File: src/rtl/mtx_pkg.sv
// Shared types for the Manchester frame transmitter.
// Assumes: buffer word and direct payload widths are fixed by the frame format.
package mtx_pkg;
    typedef enum logic [1:0] {
        SYM_ZERO = 2'b00,
        SYM_ONE  = 2'b01,
        SYM_NDH  = 2'b10,
        SYM_NDL  = 2'b11
    } sym_t;

    typedef enum logic [2:0] {
        ST_IDLE, ST_LOAD, ST_DELIM, ST_DATA, ST_CHECK, ST_TAIL
    } tx_state_t;

    localparam int WORD_W     = 16;
    localparam int MAX_BITS   = 64;
    localparam int DELIM_SYMS = 9;
    localparam int CHECK_BITS = 8;
endpackage

File: src/rtl/mtx_cell_timer.sv
// Half-bit cell timer: pulses tick on the last clock of every cell.
// Assumes: restart holds the count at zero so a new cell starts cleanly.
module mtx_cell_timer #(
    parameter int CELL_CLKS = 2
) (
    input  logic clk,
    input  logic rst_n,
    input  logic restart,
    output logic tick
);
    localparam int CW = (CELL_CLKS > 1) ? $clog2(CELL_CLKS) : 1;
    localparam logic [CW-1:0] LAST = CW'(CELL_CLKS - 1);

    logic [CW-1:0] cnt;

    // Count clocks within the current cell.
    always_ff @(posedge clk) begin
        if (!rst_n || restart) cnt <= '0;
        else if (cnt == LAST)  cnt <= '0;
        else                   cnt <= cnt + 1'b1;
    end

    assign tick = (cnt == LAST);
endmodule

File: src/rtl/mtx_sym_enc.sv
// Symbol to line-level encoder for one half-bit cell.
// Assumes: half = 0 is the first cell of the bit time.
module mtx_sym_enc
    import mtx_pkg::*;
(
    input  sym_t sym,
    input  logic half,
    output logic level
);
    // Biphase-L for data, constant level for non-data symbols.
    always_comb begin
        unique case (sym)
            SYM_ZERO: level = half;
            SYM_ONE:  level = ~half;
            SYM_NDH:  level = 1'b1;
            default:  level = 1'b0;
        endcase
    end
endmodule

File: src/rtl/mtx_check_gen.sv
// Serial 7-bit cyclic check with appended parity, output inverted.
// Assumes: one shift per payload bit, MSB first; clear while idle.
module mtx_check_gen #(
    parameter logic [6:0] POLY = 7'h65
) (
    input  logic       clk,
    input  logic       rst_n,
    input  logic       clear,
    input  logic       shift_en,
    input  logic       din,
    output logic [7:0] check
);
    logic [6:0] r;
    logic       fb;

    assign fb = din ^ r[6];

    // Advance the check register by one payload bit.
    always_ff @(posedge clk) begin
        if (!rst_n || clear) r <= '0;
        else if (shift_en)   r <= {r[5:0], 1'b0} ^ (fb ? POLY : 7'h00);
    end

    assign check = ~{r, ^r};
endmodule

File: src/rtl/mtx_frame_tx.sv
// Frame transmitter top: accepts a request, optionally preloads payload
// words from a shared buffer, then serialises delimiter, payload, check
// byte and end level onto line_out.
// Assumes: buffer read latency of one clock; requests while busy are dropped.
module mtx_frame_tx
    import mtx_pkg::*;
#(
    parameter int          BUF_AW       = 4,
    parameter int          CELL_CLKS    = 2,
    parameter int          END_CELLS    = 3,
    parameter bit          END_HIGH     = 1'b1,
    parameter logic [17:0] MASTER_DELIM = 18'b01_10_11_01_10_11_00_00_00,
    parameter logic [17:0] SLAVE_DELIM  = 18'b01_01_01_11_10_01_11_10_00,
    parameter logic [6:0]  CHECK_POLY   = 7'h65
) (
    input  logic              clk,
    input  logic              rst_n,
    input  logic              req_valid,
    input  logic              req_master,
    input  logic [1:0]        req_len,
    input  logic              req_from_buf,
    input  logic [63:0]       req_data,
    input  logic [BUF_AW-1:0] req_buf_addr,
    output logic              buf_rd_en,
    output logic [BUF_AW-1:0] buf_addr,
    input  logic [15:0]       buf_rdata,
    output logic              line_out,
    output logic              busy,
    output logic              done
);
    localparam logic [7:0] DELIM_LAST = 8'(DELIM_SYMS - 1);
    localparam logic [7:0] CHECK_LAST = 8'(CHECK_BITS - 1);
    localparam logic [7:0] TAIL_LAST  = 8'(END_CELLS - 1);

    tx_state_t         state;
    logic              half;
    logic [7:0]        idx;
    logic [7:0]        bits_last;
    logic [1:0]        words_last;
    logic [2:0]        rk;
    logic [1:0]        wk;
    logic              rd_pend;
    logic              is_master;
    logic [BUF_AW-1:0] base;
    logic [MAX_BITS-1:0] shreg;
    logic              tick;
    logic [7:0]        check;
    logic [17:0]       dsh;
    sym_t              sym;

    mtx_cell_timer #(.CELL_CLKS(CELL_CLKS)) u_timer (
        .clk(clk), .rst_n(rst_n),
        .restart(state == ST_IDLE || state == ST_LOAD),
        .tick(tick)
    );

    mtx_check_gen #(.POLY(CHECK_POLY)) u_check (
        .clk(clk), .rst_n(rst_n),
        .clear(state == ST_IDLE),
        .shift_en(state == ST_DATA && tick && half),
        .din(shreg[MAX_BITS-1]),
        .check(check)
    );

    mtx_sym_enc u_enc (.sym(sym), .half(half), .level(line_out));

    assign busy      = (state != ST_IDLE);
    assign buf_rd_en = (state == ST_LOAD) && (rk <= {1'b0, words_last});
    assign buf_addr  = base + BUF_AW'(rk);

    // Pick the symbol for the current bit time from state and position.
    always_comb begin
        dsh = (is_master ? MASTER_DELIM : SLAVE_DELIM) << {idx[3:0], 1'b0};
        unique case (state)
            ST_DELIM: sym = sym_t'(dsh[17:16]);
            ST_DATA:  sym = shreg[MAX_BITS-1] ? SYM_ONE : SYM_ZERO;
            ST_CHECK: sym = check[3'd7 - idx[2:0]] ? SYM_ONE : SYM_ZERO;
            ST_TAIL:  sym = END_HIGH ? SYM_NDH : SYM_NDL;
            default:  sym = SYM_NDL;
        endcase
    end

    // Transmit sequencer: request capture, buffer load and frame sections.
    always_ff @(posedge clk) begin
        if (!rst_n) begin
            state      <= ST_IDLE;
            half       <= 1'b0;
            idx        <= '0;
            bits_last  <= '0;
            words_last <= '0;
            rk         <= '0;
            wk         <= '0;
            rd_pend    <= 1'b0;
            is_master  <= 1'b0;
            base       <= '0;
            shreg      <= '0;
            done       <= 1'b0;
        end else begin
            done <= 1'b0;
            unique case (state)
                ST_IDLE: begin
                    if (req_valid) begin
                        is_master <= req_master;
                        base      <= req_buf_addr;
                        rk        <= '0;
                        wk        <= '0;
                        half      <= 1'b0;
                        idx       <= '0;
                        unique case (req_len)
                            2'b00: begin
                                bits_last  <= 8'd15;
                                words_last <= 2'd0;
                                shreg      <= {req_data[15:0], 48'h0};
                            end
                            2'b01: begin
                                bits_last  <= 8'd31;
                                words_last <= 2'd1;
                                shreg      <= {req_data[31:0], 32'h0};
                            end
                            default: begin
                                bits_last  <= 8'd63;
                                words_last <= 2'd3;
                                shreg      <= req_data;
                            end
                        endcase
                        state <= req_from_buf ? ST_LOAD : ST_DELIM;
                    end
                end
                ST_LOAD: begin
                    rd_pend <= buf_rd_en;
                    if (buf_rd_en) rk <= rk + 3'd1;
                    if (rd_pend) begin
                        unique case (wk)
                            2'd0: shreg[63:48] <= buf_rdata;
                            2'd1: shreg[47:32] <= buf_rdata;
                            2'd2: shreg[31:16] <= buf_rdata;
                            default: shreg[15:0] <= buf_rdata;
                        endcase
                        wk <= wk + 2'd1;
                        if (wk == words_last) state <= ST_DELIM;
                    end
                end
                ST_DELIM: begin
                    if (tick) begin
                        half <= ~half;
                        if (half) begin
                            if (idx == DELIM_LAST) begin
                                idx   <= '0;
                                state <= ST_DATA;
                            end else idx <= idx + 8'd1;
                        end
                    end
                end
                ST_DATA: begin
                    if (tick) begin
                        half <= ~half;
                        if (half) begin
                            shreg <= shreg << 1;
                            if (idx == bits_last) begin
                                idx   <= '0;
                                state <= ST_CHECK;
                            end else idx <= idx + 8'd1;
                        end
                    end
                end
                ST_CHECK: begin
                    if (tick) begin
                        half <= ~half;
                        if (half) begin
                            if (idx == CHECK_LAST) begin
                                idx   <= '0;
                                state <= ST_TAIL;
                            end else idx <= idx + 8'd1;
                        end
                    end
                end
                default: begin
                    if (tick) begin
                        if (idx == TAIL_LAST) begin
                            idx   <= '0;
                            state <= ST_IDLE;
                            done  <= 1'b1;
                        end else idx <= idx + 8'd1;
                    end
                end
            endcase
        end
    end
endmodule

File: config.mk
export PLATFORM = sky130hd
export DESIGN_NAME = mtx_frame_tx
export DESIGN_NICKNAME = d
export VERILOG_FILES = /design/src/rtl/mtx_pkg.sv /design/src/rtl/mtx_cell_timer.sv /design/src/rtl/mtx_sym_enc.sv /design/src/rtl/mtx_check_gen.sv /design/src/rtl/mtx_frame_tx.sv
export SDC_FILE = /design/constraint.sdc
export NUM_CORES = 1
export LEC_CHECK = 0
export BUFFER_PORTS_ARGS = -buffer_cell sky130_fd_sc_hd__buf_2
export CELL_PAD_IN_SITES_DETAIL_PLACEMENT = 0
export CELL_PAD_IN_SITES_GLOBAL_PLACEMENT = 1
export CORE_MARGIN = 10
export CORE_UTILIZATION = 42
export CTS_BUF_LIST = sky130_fd_sc_hd__clkbuf_16
export DETAILED_ROUTE_END_ITERATION = 10
export PLACE_DENSITY_LB_ADDON = 0.1
export SYNTH_ARGS = -nofsm -noshare
export SYNTH_HDL_FRONTEND = slang
export SYNTH_HIERARCHICAL = 1
export SYNTH_SLANG_ARGS = --single-unit
File: constraint.sdc
create_clock -name clk -period 3.3 [get_ports clk]
set_input_delay 0.33 -clock clk [delete_from_list [all_inputs] [get_ports clk]]
set_output_delay 0.33 -clock clk [all_outputs]
set_load 0.005 [all_outputs]
Yosys cells after proc, flatten, opt, wreduce, memory -nomap -nowiden
Index checks and enable logic that the tools add are counted.

Output and inout bits: 8. Flip-flop bits (word level): 106. Word-level logic and storage cells: 158. Bits of input ports: 91.

Magnitude comparators: 2. Reduce and logical (&&, ||, !) cells: 33. Muxes and demuxes: 59. Add/sub/neg operators: 6. Equal/unequal tests: 33. Bitwise gates (word level): 7. Shifts and indexed selects: 1.

Operator list (number): $mux 64 (4); $pmux 64 s3 (1); $pmux 64 s2 (1); $mux 8 (12); $mux 16 (5); $mux 3 (16); $pmux 8 s5 (1); $reduce_and 6->1 (4); $ne 2x1->1 const B (9); $ne 2x2->1 const B (9); $shl 17x5->18 (1); $pmux 3 s5 (1); $reduce_and 14->1 (1); $pmux 6 s2 (1); $reduce_and 3->1 (3); $reduce_and 9->1 (1); $reduce_bool 3->1 (3); $add 8x1->8 const B (1); $eq 8x2->1 const B (1); $eq 8x3->1 const B (1); $eq 8x4->1 const B (1); $eq 8x8->1 (1); $not 8->8 (1); $pmux 2 s2 (2); 36 further kinds (60).

Longest topological paths before layout
Depth in word-level cells: 8. Depth in mapped cells: 9. Gate-level depth less buffers: 9.

Modules after synthesis
Netlist, hierarchy kept.

By module, submodules not included: mtx_frame_tx (cells each 676, sequential area each 1821.7 sq um, instances 1, area each 5582.9 sq um); mtx_check_gen (cells each 44, sequential area each 140.1 sq um, instances 1, area each 371.6 sq um); mtx_cell_timer (cells each 2, sequential area each 20.0 sq um, instances 1, area each 32.5 sq um); mtx_sym_enc (cells each 2, sequential area each 0.0 sq um, instances 1, area each 15.0 sq um).

Worst setup path after synthesis
OpenSTA, ideal clock, no wires.

Path type: register to register. From: reg idx[0]. To: reg state[1]. Arrival: 2.194 ns. Slack: 0.987 ns. Path buffers: 1. Cell stages (with the launch flop): 9. Cells stage by stage: dfxtp_1 > buf_6 > inv_1 > ha_1 > or3b_2 > nor4_2 > o221ai_2 > or3_4 > o221a_1.

Cells in the longest elaborated chain, start to end: 3. Elaborated cells between the ends (all ways): 9. Those cells by class: eq/ne: 7; reduce/logical: 2.

Ends and longest elaborated chain: start: declaration (line mtx_frame_tx.sv:37) `logic [7:0] idx;`; start signal: assignment (line mtx_frame_tx.sv:150) `end else idx <= idx + 8'd1;`; start signal: assignment (line mtx_frame_tx.sv:162) `end else idx <= idx + 8'd1;`; start signal: assignment (line mtx_frame_tx.sv:173) `end else idx <= idx + 8'd1;`; $eq 8x2->1 (tied with other cells) (line mtx_frame_tx.sv:179) `if (idx == TAIL_LAST) begin`; $reduce_bool 6->1 (no line) (tied with other cells); $reduce_and 14->1 (no line) (*); end signal: assignment (line mtx_frame_tx.sv:126) `state <= req_from_buf ? ST_LOAD : ST_DELIM;`; end: declaration (line mtx_frame_tx.sv:35) `tx_state_t state;`.

Mark *: on every way between the ends. The rest lies on a longest branch, timed or not. A chain may end at the register's enable or synchronous reset.

Worst setup path after layout
From: reg idx[0]. To: out line_out.

Elaborated cells between the ends (all ways): 10. Those cells by class: add/sub: 1; eq/ne: 2; shift: 1; mux: 5; reduce/logical: 1.

RTL lines: $shl 17x5->18 (*) (line mtx_frame_tx.sv:73) `dsh = (is_master ? MASTER_DELIM : SLAVE_DELIM) << {idx[3:0], 1'b0};`; $pmux 2 s4 (*) (line mtx_frame_tx.sv:74) `unique case (state)`; via sym[1] (line mtx_frame_tx.sv:49) `sym_t sym;`; $eq 2x2->1 (tied with other cells) (line mtx_sym_enc.sv:12) `unique case (sym)`; $pmux 1 s3 (*) (line mtx_sym_enc.sv:12); end: declaration (line mtx_frame_tx.sv:27) `output logic line_out,`.

Mark *: on every way through the listed nets, which the timed path passes. The rest lies on a longest branch. The select of a mux whose other input is x is not followed.

==> impl_metrics.ini <==
[finish]
final_core_util_pct = 49.2
final_cell_mix = nand2_1, dfxtp_1, buf_2, a21oi_1, mux2i_1
drive_gt1_share_pct = 18.6
n_antenna_cell = 0
syn_to_final_growth_pct = 14.2
num-nets-final = 894
layout_commonest_cell = nand2_1

[critical_path]
crit_path_end_kind = output pin
worstReg2RegStart = state[0]
arrival_ps = 2500
crit_end = line_out
worstSetupPathType = reg -> out
start_kind = register
critPathMaxFanout = 11
required_ps = 2970
regToRegSetupSlack_ps = 680
critPathLaunch = idx[0]
r2r-end = idx[1]
rr_worst_depth = 6

[clocking]
post_cts_buffers = 0
clock_path_buffers = 2
holdBufCountCts = 0
clockRootBuffer = clkbuf_16
cts_tree = yes
h-tree-depth = 3
clock_latency_ps = 360
cts.clk_slew.worst_paths_ps = 70
cts_resized = 0
cts_sinks = 99
cts_inserted_buffers = 9

[detailed_routing]
highest_layer = met4
wl_met3_um = 1030
route.met2.wl_um = 9770
dr.pass1.iters = 5
ant_nets = 0
vias = 5644
wl_per_cell_um = 19.6
routed_wl_um = 19000
dr.first_iter.drc_count = 416
drcViolationCount = 0
vias_per_cell = 5.81
wl_met1_um = 7750

[flow_run]
maxCapViolations = 0

[sta]
fin_ws_ps = 466
finalSetupViolCount = 0
worstMarginPinSlew_ps = 982
finalHoldViolCount = 0
post-route-min-period_ps = 2830
period_share_pct = 85.9
fmax_mhz = 353
final-max-slew-violation-count = 0
skew_ps = 11.4
rsz0062_at_grt = false
final.setup.tns_ps = 0
slew_headroom_pct = 34.4
hold_slack_ps = 231

[floorplanning]
row_count = 43
die_w_um = 140
io_pins = 99
dieArea_mm2 = 0.0195
die_h_um = 140
start_util_pct = 43.1
core_mm2 = 0.0139

[grt]
grt_pass1_vias = 5682
antenna_found_initial = 0
grt_max_degree = 45
grt_pass1_wl_um = 29900
grt_use_total_pct = 18.7
grt_overflow = 0

[synthesis]
netlist_instances = 724
avgSynthCellArea_um2 = 8.29
synth.distinct_cells = 64
async_flop_share_pct = 0
synth_ff_type = dfxtp_1
yosysSeqAreaShare_pct = 33.0
ys_ff_latch = 99
yosysWarnings = 6
synth_edf_count = 0
syn-cell-area_mm2 = 0.00600
syn_nets = 832

[min_path]
holdPathStages = 3
hp-class = in -> reg

[pwr]
peakVddDrop_uv = 362
power.leakage_nw = 2.96
p_per_area_mw_per_mm2 = 794

[run_status]
status = finished clean

[place]
place.gp.congestion = 0.916
place_ws_ps = 697
hpwl_um = 13700
io_buffers = 98
per-stage QoR:
| stage | instances | power (mW) | cell area [um2] |
|---|---|---|---|
| 3_5_place_dp | 955 | 4.43 | 6580 |
| 5_1_grt | 971 | 5.84 | 6850 |
| 3_3_place_gp | 955 | 4.37 | 6580 |
| 2_1_floorplan | 724 | 3.75 | 6000 |
| 4_1_cts | 971 | 5.46 | 6850 |
| 6_report | 971 | 5.44 | 6850 |
how the worst min path moves through the flow:
stage,start,end,slack [ps]
floorplan,shreg[50],shreg[50],440
global placement,shreg[50],shreg[50],440
detailed placement,shreg[62],shreg[62],450
CTS,req_buf_addr[1],base[1],220
global route,req_buf_addr[0],base[0],240
finish,req_buf_addr[1],base[1],230
sequential cells by signal (all words and copies together), names as in the netlist:
name	cells
rd_pend	1
shreg	64
words_last	1
idx	8
rk	3
u_check/r	7
u_timer/tick	1
wk	2
base	4
state	3
half	1
done	1
bits_last	2
is_master	1
logic make-up after synthesis:
kind of cell	synth area share (%)
DFF	33.0
and+or+nand+nor	17.3
adders and majority gates	3.67
AOI/OAI and AO/OA	28.7
muxes	7.82
buffers and inverters	6.02
xor gates and xnor gates	3.50
cell type report:
class / instances / area, um2
Tap cell: 180 / 225
Sequential cell: 99 / 1980
Timing Repair Buffer: 112 / 596
Multi-Input combinational cell: 535 / 3660
Inverter: 29 / 109
Clock buffer: 9 / 225
Fill cell: 1409 / 7080
Clock inverter: 7 / 51.3
cell usage after synthesis, types with 4 or more instances:
cell type	n	area, um2
and3_1	16	100
a21oi_1	50	250
o211ai_1	16	120
xnor2_1	19	166
xor2_1	5	43.8
clkbuf_1	42	158
and2_1	4	25.0
o21ai_0	24	120
mux2i_1	39	390
nand3_1	16	80.1
a221oi_1	36	315
nor2_1	33	124
o21a_1	10	75.1
buf_1	12	45.0
a21boi_0	9	67.6
a211oi_1	14	105
dfxtp_1	99	1980
nor2b_1	20	125
o211a_1	32	320
nand2_1	106	398
a22oi_1	13	97.6
ha_1	16	200
inv_1	27	101
layer usage:
metal | vias up | global-route usage [%]
met5 | - | 0
met4 | 0 | 7.07
met3 | 26 | 4.73
met2 | 142 | 34.1
met1 | 2704 | 20.3
li1 | 2772 | -
worst max-delay path, cell delays in order, from the launching register on:
cell and delay, ps:
dfxtp_1 570, inv_1 200, ha_1 340, mux4_2 460, nand2_1 80, a21oi_1 70
nor2_2 130, xnor2_1 150, buf_2 150
report_power, final:
| part | internal, mW | switching [mW] |
|---|---|---|
| clock | 0.518 | 0.499 |
| combinational | 1.01 | 1.49 |
| sequential | 1.60 | 0.325 |
| total | 3.12 | 2.32 |
Note: power is estimated with default switching activity, not from simulation.
